<file path="config.mk">
export PLATFORM = sky130hd
export DESIGN_NAME = dma_frame_sequencer
export DESIGN_NICKNAME = d
export VERILOG_FILES = /design/src/rtl/dfs_pkg.sv /design/src/rtl/dfs_regs.sv /design/src/rtl/dfs_frame_ctrl.sv /design/src/rtl/dfs_addr_gen.sv /design/src/rtl/dma_frame_sequencer.sv
export SDC_FILE = /design/constraint.sdc
export NUM_CORES = 1
export LEC_CHECK = 0
export BUFFER_PORTS_ARGS = -buffer_cell sky130_fd_sc_hd__buf_2
export CAP_MARGIN = 20
export CELL_PAD_IN_SITES_DETAIL_PLACEMENT = 1
export CELL_PAD_IN_SITES_GLOBAL_PLACEMENT = 2
export CORE_MARGIN = 2
export CORE_UTILIZATION = 36
export CTS_BUF_LIST = sky130_fd_sc_hd__clkbuf_16
export CTS_CLUSTER_SIZE = 24
export DETAILED_ROUTE_END_ITERATION = 12
export GPL_ROUTABILITY_DRIVEN = 1
export PLACE_DENSITY_LB_ADDON = 0.1
export SYNTH_ARGS = -nofsm -noshare
export SYNTH_HDL_FRONTEND = slang
export SYNTH_SLANG_ARGS = --single-unit
</file>
<file path="constraint.sdc">
create_clock -name clk -period 4.2 [get_ports clk]
set_input_delay 0.42 -clock clk [delete_from_list [all_inputs] [get_ports clk]]
set_output_delay 0.42 -clock clk [all_outputs]
set_load 0.005 [all_outputs]
</file>
<file path="src/rtl/dfs_pkg.sv">
package dfs_pkg;
  typedef enum logic [1:0] {
    ST_IDLE = 2'd0,
    ST_RUN  = 2'd1,
    ST_GAP  = 2'd2
  } seq_state_t;

  localparam logic [1:0] RA_CTRL = 2'd0;
  localparam logic [1:0] RA_BASE = 2'd1;
  localparam logic [1:0] RA_STOP = 2'd2;
  localparam logic [1:0] RA_CUR  = 2'd3;

  localparam int CTRL_RUN_BIT  = 0;
  localparam int CTRL_LOOP_BIT = 1;
endpackage

</file>
<file path="src/rtl/dfs_regs.sv">
module dfs_regs
  import dfs_pkg::*;
#(
  parameter int ADDR_W = 20
) (
  input  logic              clk,
  input  logic              rst,
  input  logic              reg_we,
  input  logic [1:0]        reg_addr,
  input  logic [ADDR_W-1:0] reg_wdata,
  input  logic              running,
  input  logic [ADDR_W-1:0] cur_addr,
  output logic [ADDR_W-1:0] base_q,
  output logic [ADDR_W-1:0] stop_q,
  output logic              loop_q,
  output logic              start_req,
  output logic              stop_req,
  output logic [ADDR_W-1:0] reg_rdata
);
  logic ctrl_wr;
  logic [ADDR_W-1:0] rd_mux;

  assign ctrl_wr   = reg_we && (reg_addr == RA_CTRL);
  assign start_req = ctrl_wr && reg_wdata[CTRL_RUN_BIT];
  assign stop_req  = ctrl_wr && !reg_wdata[CTRL_RUN_BIT];

  always_ff @(posedge clk) begin
    if (rst) begin
      base_q <= '0;
      stop_q <= '0;
      loop_q <= 1'b0;
    end else if (reg_we) begin
      case (reg_addr)
        RA_CTRL: loop_q <= reg_wdata[CTRL_LOOP_BIT];
        RA_BASE: base_q <= reg_wdata;
        RA_STOP: stop_q <= reg_wdata;
        default: ;
      endcase
    end
  end

  always_comb begin
    rd_mux = '0;
    case (reg_addr)
      RA_CTRL: begin
        rd_mux[CTRL_RUN_BIT]  = running;
        rd_mux[CTRL_LOOP_BIT] = loop_q;
      end
      RA_BASE: rd_mux = base_q;
      RA_STOP: rd_mux = stop_q;
      default: rd_mux = cur_addr;
    endcase
  end

  always_ff @(posedge clk) begin
    if (rst) reg_rdata <= '0;
    else     reg_rdata <= rd_mux;
  end

  AST_STOP_WRITE_HELD: assert property (@(posedge clk) disable iff (rst)
    (reg_we && reg_addr == RA_STOP) |=> (stop_q == $past(reg_wdata)));
endmodule

</file>
<file path="src/rtl/dfs_frame_ctrl.sv">
module dfs_frame_ctrl
  import dfs_pkg::*;
#(
  parameter int PULSE_CYC = 1688
) (
  input  logic clk,
  input  logic rst,
  input  logic start_req,
  input  logic stop_req,
  input  logic loop_q,
  input  logic at_end,
  output logic load,
  output logic fetch_en,
  output logic running,
  output logic act_n
);
  localparam int CNT_W = (PULSE_CYC > 1) ? $clog2(PULSE_CYC) : 1;
  localparam logic [CNT_W-1:0] GAP_LAST = CNT_W'(PULSE_CYC - 1);

  seq_state_t state_q;
  logic [CNT_W-1:0] gap_cnt_q;
  logic wrap;

  assign wrap     = (state_q == ST_RUN) && !stop_req && at_end && loop_q;
  assign load     = ((state_q == ST_IDLE) && start_req) || wrap;
  assign fetch_en = (state_q == ST_RUN);
  assign running  = (state_q != ST_IDLE);

  always_ff @(posedge clk) begin
    if (rst) begin
      state_q   <= ST_IDLE;
      act_n     <= 1'b1;
      gap_cnt_q <= '0;
    end else if (stop_req && state_q != ST_IDLE) begin
      state_q <= ST_IDLE;
      act_n   <= 1'b1;
    end else begin
      case (state_q)
        ST_IDLE: if (start_req) begin
          state_q <= ST_RUN;
          act_n   <= 1'b0;
        end
        ST_RUN: if (at_end) begin
          act_n <= 1'b1;
          if (loop_q) begin
            state_q   <= ST_GAP;
            gap_cnt_q <= GAP_LAST;
          end else begin
            state_q <= ST_IDLE;
          end
        end
        ST_GAP: begin
          if (gap_cnt_q == '0) begin
            state_q <= ST_RUN;
            act_n   <= 1'b0;
          end else begin
            gap_cnt_q <= gap_cnt_q - 1'b1;
          end
        end
        default: begin
          state_q <= ST_IDLE;
          act_n   <= 1'b1;
        end
      endcase
    end
  end

  AST_IDLE_INACTIVE: assert property (@(posedge clk) disable iff (rst)
    (state_q == ST_IDLE) |-> act_n);
  AST_GAP_INACTIVE: assert property (@(posedge clk) disable iff (rst)
    (state_q == ST_GAP) |-> act_n);
  AST_STOP_HALTS: assert property (@(posedge clk) disable iff (rst)
    (stop_req && state_q != ST_IDLE) |=> (state_q == ST_IDLE && act_n));
  AST_RESTART_IGNORED: assert property (@(posedge clk) disable iff (rst)
    (start_req && state_q == ST_RUN && !at_end) |=> (state_q == ST_RUN && !act_n));
  AST_SINGLE_DONE: assert property (@(posedge clk) disable iff (rst)
    (state_q == ST_RUN && at_end && !loop_q) |=> (state_q == ST_IDLE));
endmodule

</file>
<file path="src/rtl/dfs_addr_gen.sv">
module dfs_addr_gen #(
  parameter int ADDR_W = 20,
  parameter int DATA_W = 16
) (
  input  logic              clk,
  input  logic              rst,
  input  logic              load,
  input  logic [ADDR_W-1:0] base_q,
  input  logic [ADDR_W-1:0] stop_q,
  input  logic              fetch_en,
  input  logic              fifo_full,
  input  logic              bus_grant,
  input  logic [DATA_W-1:0] mem_rdata,
  output logic              fetch_req,
  output logic [ADDR_W-1:0] cur_q,
  output logic              at_end,
  output logic              fifo_push,
  output logic [DATA_W-1:0] fifo_wdata
);
  logic [ADDR_W-1:0] stop_lat_q;
  logic granted;
  logic pend_q;

  assign at_end    = (cur_q == stop_lat_q);
  assign fetch_req = fetch_en && !at_end && !fifo_full;
  assign granted   = bus_grant && fetch_req;

  always_ff @(posedge clk) begin
    if (rst) begin
      cur_q      <= '0;
      stop_lat_q <= '0;
    end else if (load) begin
      cur_q      <= base_q;
      stop_lat_q <= stop_q;
    end else if (granted) begin
      cur_q <= cur_q + 1'b1;
    end
  end

  always_ff @(posedge clk) begin
    if (rst) begin
      pend_q     <= 1'b0;
      fifo_push  <= 1'b0;
      fifo_wdata <= '0;
    end else begin
      pend_q    <= granted;
      fifo_push <= pend_q;
      if (pend_q) fifo_wdata <= mem_rdata;
    end
  end

  AST_ADDR_STEP: assert property (@(posedge clk) disable iff (rst)
    (granted && !load) |=> (cur_q == $past(cur_q) + ADDR_W'(1)));
  AST_SHADOW_HELD: assert property (@(posedge clk) disable iff (rst)
    !load |=> $stable(stop_lat_q));
  AST_PUSH_FOLLOWS: assert property (@(posedge clk) disable iff (rst)
    granted |-> ##2 fifo_push);
  AST_ADDR_HOLD: assert property (@(posedge clk) disable iff (rst)
    (!granted && !load) |=> $stable(cur_q));
endmodule

</file>
<file path="src/rtl/dma_frame_sequencer.sv">
module dma_frame_sequencer #(
  parameter int ADDR_W    = 20,
  parameter int DATA_W    = 16,
  parameter int PULSE_CYC = 1688
) (
  input  logic              clk,
  input  logic              rst,
  input  logic              reg_we,
  input  logic [1:0]        reg_addr,
  input  logic [ADDR_W-1:0] reg_wdata,
  output logic [ADDR_W-1:0] reg_rdata,
  input  logic              fifo_full,
  output logic              fetch_req,
  output logic [ADDR_W-1:0] fetch_addr,
  input  logic              bus_grant,
  input  logic [DATA_W-1:0] mem_rdata,
  output logic              fifo_push,
  output logic [DATA_W-1:0] fifo_wdata,
  output logic              act_n
);
  logic [ADDR_W-1:0] base_q, stop_q, cur_q;
  logic loop_q, start_req, stop_req;
  logic load, fetch_en, running, at_end;

  dfs_regs #(.ADDR_W(ADDR_W)) u_regs (
    .clk(clk), .rst(rst), .reg_we(reg_we), .reg_addr(reg_addr),
    .reg_wdata(reg_wdata), .running(running), .cur_addr(cur_q),
    .base_q(base_q), .stop_q(stop_q), .loop_q(loop_q),
    .start_req(start_req), .stop_req(stop_req), .reg_rdata(reg_rdata)
  );

  dfs_frame_ctrl #(.PULSE_CYC(PULSE_CYC)) u_ctrl (
    .clk(clk), .rst(rst), .start_req(start_req), .stop_req(stop_req),
    .loop_q(loop_q), .at_end(at_end), .load(load), .fetch_en(fetch_en),
    .running(running), .act_n(act_n)
  );

  dfs_addr_gen #(.ADDR_W(ADDR_W), .DATA_W(DATA_W)) u_addr (
    .clk(clk), .rst(rst), .load(load), .base_q(base_q), .stop_q(stop_q),
    .fetch_en(fetch_en), .fifo_full(fifo_full), .bus_grant(bus_grant),
    .mem_rdata(mem_rdata), .fetch_req(fetch_req), .cur_q(cur_q),
    .at_end(at_end), .fifo_push(fifo_push), .fifo_wdata(fifo_wdata)
  );

  assign fetch_addr = cur_q;

  AST_FULL_BLOCKS: assert property (@(posedge clk) disable iff (rst)
    fifo_full |-> !fetch_req);
  AST_REQ_NEEDS_ACTIVE: assert property (@(posedge clk) disable iff (rst)
    fetch_req |-> !act_n);
endmodule

</file>
-- Word-level counts from Yosys, hierarchy flattened
Cells that the tools add are included.
- register bits after elaboration: 133
- input bits: 43
- output and inout port bits: 59
- logic and storage cells: 70
- add/sub/neg operators: 2
- eq/ne operators: 10
- multiplexer cells: 17
- bitwise gates (word level): 1
- reductions and logical operators: 28
- operators by type and width (cell ; number):
    case mux 18 bit (3 select lines) ; 1
    two-way mux 20 bit ; 2
    two-way mux 11 bit ; 3
    case mux 11 bit (2 select lines) ; 1
    adder 20 x 1 -> 20 bit (second input constant) ; 1
    == test 20 bit ; 1
    case mux 2 bit (3 select lines) ; 2
    logical AND 1 bit ; 11
    zero test 11 bit ; 1
    subtractor 11 x 1 -> 11 bit (second input constant) ; 1
    two-way mux 2 bit ; 4
    != test 2 bit (second input constant) ; 3
    AND reduction 2 bit ; 3
    nonzero test 2 bit ; 3
    AND reduction 5 bit ; 1
    == test 2 x 1 -> 1 bit (second input constant) ; 2
    == test 2 bit (second input constant) ; 2
    zero test 1 bit ; 4
    zero test 2 bit ; 2
    != test 2 x 1 -> 1 bit (second input constant) ; 2
    two-way mux 1 bit ; 3
    case mux 1 bit (3 select lines) ; 1
    AND reduction 3 bit ; 1
    OR reduction 2 bit ; 1
    other kinds (2) ; 2

-- Logic depth before layout (Yosys ltp)
Gate-level depths: netlist of the first run.
- word-level depth: 9
- mapped depth: 9
- mapped depth without buffers: 8

-- By module
From an unflattened synthesis of the first run, not the netlist that was laid out.
- cell total of the unflattened synthesis: 621
- area total of the unflattened synthesis: 6274.8 um^2
- modules (own cells, without submodules) (module ; times used ; cells each ; area each (um^2) ; seq. area each (um^2)):
    dfs_addr_gen ; 1 ; 291 ; 2830.2 ; 1161.1
    dfs_regs ; 1 ; 233 ; 2555.0 ; 1221.2
    dfs_frame_ctrl ; 1 ; 97 ; 889.6 ; 280.3

-- Worst setup path before layout of the first run
OpenSTA, ideal clock, no wires.
- path kind: input to register
- start point: in reg_addr[1]
- end point: reg u_addr.stop_lat_q[14]
- library setup time: 0.128 ns
- arrival time: 1.972 ns
- required time: 4.072 ns
- slack: 2.101 ns
- stages: 8
- path buffers: 2
- path through: buf_2 > nor4b_1 > or2_2 > nor3_1 > a21oi_1 > buf_4 > mux2i_1 > nor2_1
- cells in the longest elaborated chain, start to end: 8
- elaborated cells between the ends (all ways): 10
- those cells by class: reduce/logical (10)
- RTL lines (what ; RTL line ; source):
    from (decl) ; dma_frame_sequencer.sv:9 ; input logic [1:0] reg_addr,
    zero test 2 bit (*) ; dfs_regs.sv:23 ; assign ctrl_wr = reg_we && (reg_addr == RA_CTRL);
    logical AND 1 bit (*) ; dfs_regs.sv:23 ;
    logical AND 1 bit ; dfs_regs.sv:25 ; assign stop_req = ctrl_wr && !reg_wdata[CTRL_RUN_BIT];
    zero test 1 bit ; dfs_frame_ctrl.sv:24 ; assign wrap = (state_q == ST_RUN) && !stop_req && at_end && loop_q;
    logical AND 1 bit (3 in a row) ; dfs_frame_ctrl.sv:24 ;
    logical OR 1 bit (*) ; dfs_frame_ctrl.sv:25 ; assign load = ((state_q == ST_IDLE) && start_req) || wrap;
    to (signal assigned) ; dfs_addr_gen.sv:34 ; stop_lat_q <= stop_q;
    to (decl) ; dfs_addr_gen.sv:20 ; logic [ADDR_W-1:0] stop_lat_q;
Every way passes the cells marked *; elsewhere a longest branch is shown, timed or not.
A chain may end at the register's enable or synchronous reset.

-- Worst setup path in the final report of the first run
- start point: reg u_addr.cur_q[12]
- end point: out fetch_req
- cells in the longest elaborated chain, start to end: 4
- RTL lines (what ; RTL line ; source):
    from (decl) ; dfs_addr_gen.sv:15 ; output logic [ADDR_W-1:0] cur_q,
    from (signal assigned) ; dfs_addr_gen.sv:33 ; cur_q <= base_q;
    from (signal assigned) ; dfs_addr_gen.sv:36 ; cur_q <= cur_q + 1'b1;
    == test 20 bit ; dfs_addr_gen.sv:24 ; assign at_end = (cur_q == stop_lat_q);
    zero test 1 bit ; dfs_addr_gen.sv:25 ; assign fetch_req = fetch_en && !at_end && !fifo_full;
    logical AND 1 bit (2 in a row) ; dfs_addr_gen.sv:25 ;
    to (decl) ; dma_frame_sequencer.sv:13 ; output logic fetch_req,
Every way passes these cells.

==> reports/metrics.cfg, run 1 <==
[status]
status=completed

[worst_hold_path]
hold_class=input pin to flop

[logic_synthesis]
yosys_warnings=0
synth_enable_flop_cells=0
yosys.area_share.simple=0.202
synth_top_family_by_area=simple AND/OR/NAND/NOR gates
async_reset_ff_frac=0
synth_fp_nets=722
synth_mux_area_frac=0.104
ys_seq_area_frac=0.448
postSynthAreaPerCell_um2=8.79
synthXorXnorAreaFrac=0.0486
synth.cell_area_um2=5940
synth_compound_area_frac=0.152
ys_types=59
syn-instance-count=676
synthAdderAreaFrac=0.00631
synth-seq-cells=133
synth_ff_type=dfxtp_1

[clock_tree]
cts_buffers=17
clk_latency_ns=0.42
cts_max_path_buffers=2
clk_pin_slew_ns=0.06
clkSinkCount=133
root_buffer=clkbuf_16
cts_setup_buffers=0
cts_hold_buf=0
cts_resized=0
htreeDepth=4
cts_tree=yes

[timing]
finalHoldViolCount=0
fin_crit_ns=3.15
fin_hold_ws_ns=0.241
setup_ws_ns=1.05
tightest_slew_ns=1.05
setup_viol=0
rsz0062_at_grt=false
skew_ns=0.00686
post-route-period-util=0.749
setup-tns-final_ns=0
fmax_mhz=318
slew_violations=0
relSlewSlack=0.298

[placed_design]
gp_congestion=0.823
dpl-instance-area_um2=6570
dp_slack_ns=1.20
io_buffers=101
placed_cells=948
place_hpwl_um=12200

[layout]
drive_gt1_frac=0.222
fin_util=0.446
post-route-cell-area_um2=7130
fin_nets=798
area_growth_pct=20.0
fin_cells=981
antennaDiodeCount=0

[pwr]
powerDensity_nw_per_um2=415
p_leak_nw=2.95
finalPower_mw=2.96
irDropWorstVdd_v=0.000291

[die]
fp.dieH_um=133
num_rows=46
core-area_um2=16000
fp.dieArea_um2=17600
ioPinCount=102
die_w_um=133
initial_core_util=0.372

[drt]
vias=5149
drt_wl_total_um=17900
wl_per_cell_um=18.2
antenna_left=0
first_pass_iters=4
vias_per_cell=5.25
dr.first_iter.drc_count=269
drc_errors=0

[setup_path]
start_kind=flop
crit_fanout=9
crit_arrival_ns=2.73
cp.required_ns=3.78
path_class=flop to primary output
end_kind=primary output

[grt]
grt_pass1_wl_um=28700
grt_overflow_total=0
grt_usage=0.207
grt_max_degree=71
antenna_found_initial=0
grt_pass1_vias=5353

[job]
max_cap_viol_count=0

[sequential cells by signal, indices dropped and copies added, names as in the netlist]
register	cells
u_addr.cur_q	20
u_addr.stop_lat_q	20
u_regs.base_q	20
u_regs.reg_rdata	20
u_regs.stop_q	20
u_addr.fifo_wdata	16
u_ctrl.gap_cnt_q	11
u_ctrl.state_q	2
u_addr.fifo_push	1
u_addr.pend_q	1
u_ctrl.act_n	1
u_regs.loop_q	1
[final timing paths]
path,from,endpoint,slack [ns],cells past startpoint
worst min register to register,u_regs.stop_q[13],u_regs.stop_q[13],0.47,2
worst max-delay path,u_addr.cur_q[12],fetch_req,1.05,6
worst min-delay path,mem_rdata[3],u_addr.fifo_wdata[3],0.24,3
worst max register to register,u_addr.cur_q[12],u_ctrl.gap_cnt_q[9],1.46,6
[kinds of logic after synthesis]
logic type,Yosys count
AO/OA/AOI/OAI,144
XOR/XNOR,33
adder cells (fa/ha/maj),3
buffers and inverters,56
flip-flops,133
multiplexers,58
AND/OR/NAND/NOR,249
[metal layers]
metal  part of all wire  track usage
met5                  0            0
met4              0.014       0.0621
met3              0.036       0.0467
met2               0.49        0.359
met1               0.46        0.255
[layout by cell type (no fill, tap or decap), drive strengths merged, types with 11 or more instances in the layout]
cell type / instances
nand2: 90
mux2i: 39
buf: 107
xor2: 24
dfxtp: 133
mux2: 18
a22oi: 18
nand3: 11
a21oi: 59
nor2: 75
o21ai: 30
clkbuf: 17
[worst max-delay path, cell delays in order (launching register included)]
cell     delay (ns)
dfxtp_1        0.50
xor2_1         0.11
nor4_1         0.61
nand3_1        0.18
nor2_1         0.59
nor3_1         0.14
buf_2          0.17
[power breakdown]
part | switching, mW | internal, mW
clock network | 0.546 | 0.854
logic | 0.157 | 0.0826
registers | 0.0327 | 1.29
[Yosys cell counts, types with 4 or more instances]
master    count  area share
a211oi_1      5      0.0063
a21oi_1      59       0.050
a22oi_1      18       0.023
a31oi_1       8      0.0084
and3_1        4      0.0042
buf_1         4      0.0025
buf_2        11      0.0093
clkbuf_1     32       0.020
dfxtp_1     133        0.45
inv_1         6      0.0038
mux2_2       18       0.034
mux2i_1      39       0.066
nand2_1      90       0.057
nand2b_1      4      0.0042
nand3_1      11      0.0093
nand3b_1      5      0.0063
nand4_1       6      0.0063
nor2_1       74       0.047
nor3_1        9      0.0076
nor4_1        9      0.0095
o21ai_0      25       0.021
o21ai_1       4      0.0034
o31ai_1       5      0.0063
or3_1         8      0.0084
or4_1         5      0.0063
xnor2_1       9       0.013
xor2_1       24       0.035
[area by class of cell]
class | count | area, um2
Timing Repair Buffer | 107 | 573
Fill cell | 1927 | 8870
Clock inverter | 15 | 124
Multi-Input combinational cell | 487 | 3050
Sequential cell | 133 | 2660
Clock buffer | 17 | 425
Inverter | 6 | 22.5
Tap cell | 216 | 270
(Power assumes the default switching activity.)
==> run 2: changes to the inputs <==
- ABC_AREA: not set -> 1
- CORE_UTILIZATION: 36 -> 28
- clock period: 4.2 -> 2.6 ns (I/O delays scaled with it)
==> run 2 against run 1 <==
  * First-iteration DRC count shrank 18%
  * Synthesized cell count rose by 32%
  * Sequential share of layout area fell by 2.4 points
  * Worst hold slack worse by 0.19 ns
  * Combinational power is 49% higher
  * Register-to-register slack worse by 0.98 ns
  * Critical path depth is 4 higher
  * Via count increased by 18%
  * Clock skew up 0.0028 ns
  * Sequential power increased by 61%
  * Clock power increased by 74%
  * Critical path type unchanged
  * Largest cell class unchanged
  * Highest routed layer unchanged
==> reports/metrics.cfg, run 2 <==
[status]
status=completed

[logic_synthesis]
synth_fp_nets=939
ys_seq_area_frac=0.429
synth_compound_area_frac=0.174
ys_types=35
synth.cell_area_um2=6210
yosys.area_share.simple=0.248
synth_commonest_cells=nand2_1 (186), dfxtp_1 (133), inv_1 (103)
postSynthAreaPerCell_um2=6.95
synthXorXnorAreaFrac=0.0395
synth_mux_area_frac=0
syn-instance-count=893
async_reset_ff_frac=0
synth_top_family_by_area=simple AND/OR/NAND/NOR gates
yosysMostFrequentCell=nand2_1
synth_enable_flop_cells=0
synth-seq-cells=133
ys_top_cells_by_area=dfxtp_1 (43%), nand2_1 (11%), a21oi_1 (7.3%)
synth_ff_type=dfxtp_1
yosys_warnings=0
yosysTopAreaCell=dfxtp_1
synthAdderAreaFrac=0.00605
synth_top_area_share=0.429

[drt]
met2WireLength_um=9440
antenna_left=0
dr.first_iter.drc_count=221
vias_per_cell=4.72
drc_errors=0
wl_per_cell_um=17.3
first_pass_iters=4
wl_met3_um=959
vias=6074
met1_length_um=11700
drt_wl_total_um=22300
top_layer=met4

[layout]
fin_cells=1288
fin_nets=1041
area_growth_pct=22.9
antennaDiodeCount=0
post-route-cell-area_um2=7630
final_cell_mix=nand2_1 (186), dfxtp_1 (131), inv_1 (102)
final_common_cell=nand2_1
drive_gt1_frac=0.177

[die]
core-area_um2=21800
fp.dieArea_um2=23400
die_w_um=153
initial_core_util=0.284
num_rows=54
ioPinCount=102
fp.dieH_um=153

[timing]
fin_hold_ws_ns=0.0518
tightest_slew_ns=0.832
relSlewSlack=0.444
fmax_mhz=439
skew_ns=0.00966
slew_violations=0
fin_crit_ns=2.28
setup-tns-final_ns=0
post-route-period-util=0.875
setup_ws_ns=0.324
rsz0062_at_grt=false
finalHoldViolCount=0
setup_viol=0

[placed_design]
io_buffers=101
gp_congestion=0.792
place_hpwl_um=15900
placed_cells=1256
dp_slack_ns=0.321
dpl-instance-area_um2=7050

[setup_path]
r2r-start=u_addr.cur_q[4]
start_kind=flop
cp-startpoint=u_addr.cur_q[4]
cp_num_buf_inv=2
crit_arrival_ns=2.02
max_stage_delay_ns=0.38
end_kind=primary output
crit_fanout=6
critPathSlowestCell=dfxtp_2
critPathTopFamily=simple AND/OR/NAND/NOR gates
crit_path_frequent_cell=nand2_1
cp.required_ns=2.34
worstPathCellList=inv_1, nand2_1, nand2_1, nor2_1, nand2_1, nor2_4, nand3_2, nand2_1, nor2_1, buf_2
path_class=flop to primary output

[clock_tree]
htreeDepth=4
cts_max_path_buffers=2
clk_pin_slew_ns=0.07
cts_buffers=17
clkSinkCount=133
root_buffer=clkbuf_16
clk_latency_ns=0.43
cts_tree=yes
cts_hold_buf=0

[pwr]
irDropWorstVdd_v=0.000412
p_leak_nw=3.47
powerDensity_nw_per_um2=645

[worst_hold_path]
hold_class=input pin to flop
hp-start=mem_rdata[8]

[grt]
grt_pass1_vias=6408
grt_pass1_wl_um=35900
grt_usage=0.196
grt_overflow_total=0
grt_max_degree=53
antenna_found_initial=0

[job]
max_cap_viol_count=0

## run 2: per-stage QoR
stage / power, mW / utilization
floorplan: 2.37 / -
global placement: 2.53 / 0.323
detailed placement: 2.53 / 0.323
CTS: 5.00 / 0.350
global route: 5.14 / 0.350
finish: 4.92 / 0.350
## run 2: tightest hold or removal path: stages
cell	delay, ns
buf_2	0.07
nor2_1	0.03
nor2_1	0.08
## run 2: cell type report
class	instances	area, um2
Clock buffer	17	425
Clock inverter	15	154
Fill cell	2793	14200
Inverter	112	420
Multi-Input combinational cell	602	2900
Sequential cell	133	2670
Tap cell	280	350
Timing Repair Buffer	129	716
## run 2: final timing paths
path,slack [ns],depth (start not counted),endpoint
setup / recovery,0.32,10,fetch_req
hold / removal,0.05,3,u_addr.fifo_wdata[8]
setup reg to reg,0.48,12,u_ctrl.gap_cnt_q[4]
hold reg to reg,0.46,2,u_ctrl.act_n
## run 2: layer usage
metal	track usage	up-vias
met3	0.0411	16
met5	0	-
met2	0.291	116
li1	-	3084
met1	0.286	2858
met4	0.0573	0
## run 2: logic make-up (layout without fill, tap and decap cells)
kind of cell               Yosys count  count (layout)
and+or+nand+nor                    366             366
AOI/OAI and AO/OA                  205             205
buffers and inverters              158             273
DFF                                133             133
xor gates and xnor gates            28              28
adders and majority gates            3               3
## run 2: repair_timing
item / CTS / global route
resized for setup: 0 / 2
buffers inserted: 0 / 0
hold endpoints to repair: 0 / 0
setup endpoints to repair: 0 / 1
## run 2: power breakdown
group / total, mW / switching [mW] / internal [mW]
Sequential: 2.12 / 0.0287 / 2.09
Clock: 2.44 / 1.03 / 1.42
Combinational: 0.357 / 0.242 / 0.115
Total: 4.92 / 1.30 / 3.62
